**config.mk**
```make
export PLATFORM = sky130hd
export DESIGN_NAME = spi_regbridge
export DESIGN_NICKNAME = d
export VERILOG_FILES = /design/src/rtl/spi_regbridge_pkg.sv /design/src/rtl/spi_in_sync.sv /design/src/rtl/spi_sclk_edge.sv /design/src/rtl/spi_frame_ctrl.sv /design/src/rtl/spi_tx_shifter.sv /design/src/rtl/spi_regbridge.sv
export SDC_FILE = /design/constraint.sdc
export NUM_CORES = 1
export LEC_CHECK = 0
export ABC_AREA = 1
export CORE_AREA = 2 2 77 86
export DETAILED_ROUTE_END_ITERATION = 8
export DIE_AREA = 0 0 79 88
export DONT_BUFFER_PORTS = 1
export MAX_ROUTING_LAYER = met4
export PLACE_DENSITY = 0.46
export SLEW_MARGIN = 20
export SYNTH_ARGS = -nofsm -noshare
export SYNTH_HDL_FRONTEND = slang
export SYNTH_SLANG_ARGS = --single-unit
```
**constraint.sdc**
```tcl
create_clock -name clk -period 1.66 [get_ports clk]
set_input_delay 0 -clock clk [delete_from_list [all_inputs] [get_ports clk]]
set_output_delay 0 -clock clk [all_outputs]
set_load 0.02 [all_outputs]
```
**src/rtl/spi_regbridge_pkg.sv**
```systemverilog
// Shared types and constants for the SPI register bridge.
// Assumes a one-byte command followed by byte-wide data.
package spi_regbridge_pkg;

    localparam int unsigned BYTE_W  = 8;
    localparam int unsigned REG_AW  = 4;
    localparam int unsigned CHAN_W  = 2;
    localparam int unsigned BCNT_W  = $clog2(BYTE_W);

    localparam logic [CHAN_W-1:0] CHAN_VALID = '0;

    typedef struct packed {
        logic              rd;
        logic [REG_AW-1:0] addr;
        logic [CHAN_W-1:0] chan;
    } spi_cmd_t;

    // Split the seven meaningful command bits (bit 0 is dropped by the caller).
    function automatic spi_cmd_t decode_cmd(input logic [BYTE_W-1:1] b);
        spi_cmd_t c;
        c.rd   = b[BYTE_W-1];
        c.addr = b[BYTE_W-2 -: REG_AW];
        c.chan = b[CHAN_W:1];
        return c;
    endfunction

endpackage

```
**src/rtl/spi_in_sync.sv**
```systemverilog
// Multi-flop synchronizer for a small group of asynchronous pins.
// Assumes STAGES >= 2; each bit is synchronized on its own.
module spi_in_sync #(
    parameter int unsigned        W       = 3,
    parameter int unsigned        STAGES  = 2,
    parameter logic [W-1:0]       RST_VAL = '0
) (
    input  logic         clk,
    input  logic         rst_n,
    input  logic [W-1:0] d,
    output logic [W-1:0] q
);
    logic [STAGES-1:0][W-1:0] stg;

    // Shift the pin values through the flop chain.
    always_ff @(posedge clk) begin
        if (!rst_n) stg <= {STAGES{RST_VAL}};
        else        stg <= {stg[STAGES-2:0], d};
    end

    assign q = stg[STAGES-1];
endmodule

```
**src/rtl/spi_sclk_edge.sv**
```systemverilog
// Finds rising and falling edges of the synchronized serial clock.
// Assumes the input is already in the clk domain.
module spi_sclk_edge (
    input  logic clk,
    input  logic rst_n,
    input  logic sclk_s,
    output logic rise,
    output logic fall
);
    logic prev;

    // Remember last cycle's serial clock level.
    always_ff @(posedge clk) begin
        if (!rst_n) prev <= 1'b0;
        else        prev <= sclk_s;
    end

    assign rise = sclk_s & ~prev;
    assign fall = ~sclk_s & prev;
endmodule

```
**src/rtl/spi_frame_ctrl.sv**
```systemverilog
// Receives bits, decodes the command byte and issues register strobes.
// Assumes rise pulses are at least two cycles apart and cs_act is synchronized.
module spi_frame_ctrl
    import spi_regbridge_pkg::*;
(
    input  logic              clk,
    input  logic              rst_n,
    input  logic              cs_act,
    input  logic              rise,
    input  logic              mosi_s,
    output logic              req,
    output logic              wr,
    output logic [REG_AW-1:0] addr,
    output logic [CHAN_W-1:0] chan,
    output logic [BYTE_W-1:0] wdata
);
    logic [BCNT_W-1:0] bit_cnt;
    logic [BYTE_W-2:0] shreg;
    logic              have_cmd;
    spi_cmd_t          cmd;
    spi_cmd_t          dec;
    logic [BYTE_W-1:0] byte_now;
    logic              byte_done;
    logic              cmd_ok;

    assign byte_now  = {shreg, mosi_s};
    assign byte_done = rise && (bit_cnt == BCNT_W'(BYTE_W-1));
    assign dec       = decode_cmd(byte_now[BYTE_W-1:1]);
    assign cmd_ok    = (cmd.chan == CHAN_VALID);

    // Bit counting, shifting, command capture and strobe generation.
    always_ff @(posedge clk) begin
        if (!rst_n) begin
            bit_cnt  <= '0;
            shreg    <= '0;
            have_cmd <= 1'b0;
            cmd      <= '0;
            req      <= 1'b0;
            wdata    <= '0;
        end else begin
            req <= 1'b0;
            if (!cs_act) begin
                bit_cnt  <= '0;
                have_cmd <= 1'b0;
            end else if (rise) begin
                bit_cnt <= bit_cnt + 1'b1;
                shreg   <= byte_now[BYTE_W-2:0];
                if (byte_done) begin
                    if (!have_cmd) begin
                        have_cmd <= 1'b1;
                        cmd      <= dec;
                        req      <= dec.rd && (dec.chan == CHAN_VALID);
                    end else if (cmd_ok) begin
                        req <= 1'b1;
                        if (!cmd.rd) wdata <= byte_now;
                    end
                end
            end
        end
    end

    assign wr   = ~cmd.rd;
    assign addr = cmd.addr;
    assign chan = cmd.chan;
endmodule

```
**src/rtl/spi_tx_shifter.sv**
```systemverilog
// Holds read data and drives it out MSB first on falling serial-clock edges.
// Assumes a load never lands in the same cycle as a fall.
module spi_tx_shifter
    import spi_regbridge_pkg::*;
(
    input  logic              clk,
    input  logic              rst_n,
    input  logic              cs_act,
    input  logic              fall,
    input  logic              load,
    input  logic [BYTE_W-1:0] load_data,
    output logic              miso
);
    logic [BYTE_W-1:0] tx_sr;

    // Clear when deselected, else load read data or shift out one bit.
    always_ff @(posedge clk) begin
        if (!rst_n) begin
            tx_sr <= '0;
            miso  <= 1'b0;
        end else if (!cs_act) begin
            tx_sr <= '0;
            miso  <= 1'b0;
        end else if (load) begin
            tx_sr <= load_data;
        end else if (fall) begin
            miso  <= tx_sr[BYTE_W-1];
            tx_sr <= {tx_sr[BYTE_W-2:0], 1'b0};
        end
    end
endmodule

```
**src/rtl/spi_regbridge.sv**
```systemverilog
// Top of the SPI slave bridge to the internal register bus.
// Assumes serial-clock phases of at least 4 clk periods each.
module spi_regbridge
    import spi_regbridge_pkg::*;
#(
    parameter int unsigned SYNC_STAGES = 2
) (
    input  logic              clk,
    input  logic              rst_n,
    input  logic              spi_sclk,
    input  logic              spi_cs_n,
    input  logic              spi_mosi,
    output logic              spi_miso,
    output logic              reg_req,
    output logic              reg_wr,
    output logic [REG_AW-1:0] reg_addr,
    output logic [CHAN_W-1:0] reg_chan,
    output logic [BYTE_W-1:0] reg_wdata,
    input  logic [BYTE_W-1:0] reg_rdata
);
    localparam int unsigned PINS = 3;

    logic [PINS-1:0] pins_s;
    logic sclk_s, cs_n_s, mosi_s;
    logic cs_act, sclk_rise, sclk_fall;

    spi_in_sync #(.W(PINS), .STAGES(SYNC_STAGES), .RST_VAL(3'b010)) u_sync (
        .clk   (clk),
        .rst_n (rst_n),
        .d     ({spi_sclk, spi_cs_n, spi_mosi}),
        .q     (pins_s)
    );

    assign {sclk_s, cs_n_s, mosi_s} = pins_s;
    assign cs_act = ~cs_n_s;

    spi_sclk_edge u_edge (
        .clk    (clk),
        .rst_n  (rst_n),
        .sclk_s (sclk_s),
        .rise   (sclk_rise),
        .fall   (sclk_fall)
    );

    spi_frame_ctrl u_ctrl (
        .clk    (clk),
        .rst_n  (rst_n),
        .cs_act (cs_act),
        .rise   (sclk_rise),
        .mosi_s (mosi_s),
        .req    (reg_req),
        .wr     (reg_wr),
        .addr   (reg_addr),
        .chan   (reg_chan),
        .wdata  (reg_wdata)
    );

    spi_tx_shifter u_tx (
        .clk       (clk),
        .rst_n     (rst_n),
        .cs_act    (cs_act),
        .fall      (sclk_fall),
        .load      (reg_req & ~reg_wr),
        .load_data (reg_rdata),
        .miso      (spi_miso)
    );
endmodule

```
==> impl_metrics.csv <==
group,metric,value,unit
timing,maxSlewViolCount,0,
timing,period_share,86.28,%
synthesis,yosysMostFrequentCell,"nand2_1",
global_route,grt_pass1_wl,6016,um
cts,insertion_delay,0.29,ns
detailed_routing,drt_iter0_markers,44,
die,rows,30,
detailed_routing,via_per_inst,4.242,
place,place.gp.congestion,0.6908,
synthesis,yosysTopAreaCell,"dfxtp_1",
die,start_util,29.03,%
hold_path,min_to,"u_ctrl.have_cmd",
die,dieArea,0.006952,mm^2
power,finalPower,1.772,mW
power,power.density,874.6,mW/mm^2
detailed_routing,drc,0,
detailed_routing,vias,1400,
setup_path,cp.arrival,1.63,ns
synthesis,synthDistinctLibCells,21,
global_route,grt_pass1_vias,1336,
synthesis,synth_top_area_share,48.76,%
synthesis,synthTopCellsByArea,"dfxtp_1 (49%), nand2_1 (13%), nor2_1 (6.6%)",
setup_path,critPathCaptureType,"flip-flop",
timing,fin_tns_setup,0,ns
cells_and_area,synthToLayoutAreaGrowth,14.74,%
power,peakVddDrop,0.0003275,V
cells_and_area,ff_latch_area,860.8,um^2
synthesis,synth_warnings,0,
place,port_buffers,0,
cts,cts_tree,"built",
synthesis,ys_ff_latch,43,
die,core,0.006081,mm^2
outcome,status,"completed",
hold_path,holdPathStages,3,
timing,setup_violations,0,
detailed_routing,drtPass1Iterations,4,
global_route,grt_remaining_overflow,0,
die,die_w,79,um
synthesis,syn_area_per_cell,7.449,um^2
synthesis,async_flop_share,0,%
cells_and_area,fill_cells,686,
global_route,antenna_found_initial,0,
timing,fmax,698.2,MHz
setup_path,worstSetupPathType,"reg2reg",
place,place_inst,305,
die,num_io_pins,30,
timing,period_minus_slack,1.432,ns
synthesis,mappedNetlistArea,0.001765,mm^2
setup_path,cp_max_fo,16,
timing,skew,0.007546,ns
detailed_routing,ant_nets,0,
cells_and_area,drive_above_1_share,8.000,%
synthesis,synthCells,237,
detailed_routing,wl,3406,um
setup_path,crit_required,1.85,ns
hold_path,hold_path_class,"in2reg",
detailed_routing,routedWlPerCell,10.32,um
place,hpwl,2284,um
cts,clock_sinks,43,
cts,cts_buffers,5,
synthesis,synth_edf_count,0,
hold_path,hold_path.startpoint,"rst_n",
cts,clk_pin_slew,0.08,ns
cts,clock-root-buffer,"clkbuf_8",
global_route,grt_util_all_layers,11.42,%
global_route,grt_max_degree,23,
synthesis,synth_nets,252,
synthesis,synth-main-ff-cell,"dfxtp_1",
cells_and_area,antenna_cells,0,
run,cap_violations,0,
setup_path,start_kind,"flip-flop",
timing,tightest_slew,0.6486,ns
die,die_h,88,um
cells_and_area,fin_nets,264,
timing,relSlewSlack,56.62,%
power,p_leak,0.8429,nW
timing,final_hold_viol_count,0,
setup_path,r2r_cells,7,
cts,htreeDepth,2,
setup_path,r2r_slack,0.23,ns
setup_path,r2r_start,"u_ctrl.bit_cnt[0]",
setup_path,r2r-end,"u_ctrl.wdata[4]",
synthesis,ys_seq_area_share,48.76,%
cells_and_area,multi_input_area,700.7,um^2
synthesis,synth_common_cells,"nand2_1 (60), dfxtp_1 (43), nor2_1 (31)",
timing,rsz0062_at_grt,"no",
cells_and_area,final_cell_count_no_fill,330,
timing,fin_hold_ws,0.01219,ns
cts,clk_path_buf_depth,2,
-- critical path: stages, from the launching register on --
cell and delay, ns:
dfxtp_1 0.35, ha_1 0.15, ha_1 0.15, nand3_2 0.11, nor2_4 0.33, nand3_1 0.11, nand2_1 0.08, nor2_1 0.04
-- flip-flops by register name (all words and copies together), names as in the netlist --
| register | count |
|---|---|
| u_ctrl.cmd | 1 |
| u_sync.q | 3 |
| u_ctrl.addr | 4 |
| u_ctrl.have_cmd | 1 |
| u_ctrl.dec | 7 |
| u_ctrl.wdata | 8 |
| u_tx.tx_sr | 8 |
| u_edge.prev | 1 |
| u_sync.stg | 3 |
| u_ctrl.req | 1 |
| u_tx.miso | 1 |
| u_ctrl.chan | 2 |
| u_ctrl.bit_cnt | 3 |
-- logic make-up after synthesis --
family	after synthesis	share of synthesized area, %
buffers and inverters	41	11.69
adder cells (fa/ha/maj)	2	1.417
flip-flops	43	48.76
AO/OA/AOI/OAI	39	11.20
XOR/XNOR	1	0.4962
AND/OR/NAND/NOR	111	26.44
-- how the worst max path moves through the flow --
stage	from	endpoint	cells past startpoint	slack [ns]
CTS	u_ctrl.bit_cnt[0]	u_ctrl.chan[0]	8	0.12
detailed placement	u_ctrl.bit_cnt[0]	u_ctrl.chan[0]	8	0.12
global placement	u_ctrl.bit_cnt[0]	u_ctrl.addr[0]	8	0.16
floorplan	u_ctrl.bit_cnt[0]	u_ctrl.addr[0]	8	0.37
global route	u_ctrl.bit_cnt[0]	u_ctrl.wdata[0]	7	0.02
finish	u_ctrl.bit_cnt[0]	u_ctrl.wdata[4]	7	0.23
-- cell type report --
class | count | area share [%]
repair buffers | 18 | 8.771
well taps | 80 | 4.941
flip-flops and latches | 43 | 42.50
clock buffers | 7 | 3.768
multi-input cells | 153 | 34.59
inverters | 28 | 5.188
clock inverters | 1 | 0.2471
-- metrics by stage --
step           instance area [um^2]  setup WS (ns)  util (%)
6_report                       2026         0.2278     33.31
5_1_grt                        2026        0.01680     33.31
4_1_cts                        2023         0.1168     33.27
3_5_place_dp                   1772         0.1170     29.14
3_3_place_gp                   1772         0.1550     29.14
2_1_floorplan                  1765         0.3660         -
-- layer usage --
metal | up-vias | routed length (um) | share of wire, % | global-route usage (%)
met2 | 25 | 1489 | 44 | 17.57
li1 | 755 | - | - | -
met5 | - | 0 | 0 | -
met4 | 0 | 81 | 2.4 | 5.643
met1 | 614 | 1641 | 48 | 13.25
met3 | 6 | 193 | 5.7 | 4.021
-- report_power, final --
group	internal [mW]	switching [mW]
Clock	0.296	0.350
Sequential	1.04	0.00643
Combinational	0.0398	0.0394
-- layout by cell type, fill, tap and decap left out, drive strengths merged, types with 7 or more instances in the layout --
master and count:
nand2 63, dfxtp 43, nor2 34, inv 27
a21oi 23, dlygate4sd3 17, o21ai 15, nand3 11
clkbuf 7
-- repair_timing --
item / in CTS / in global routing
hold endpoints to repair: 37 / 0
hold buffers: 17 / 0
setup endpoints to repair: 0 / 5
setup buffers: 0 / 0
gates resized for setup: 0 / 1
No activity file was read; power rests on OpenSTA's default activity.
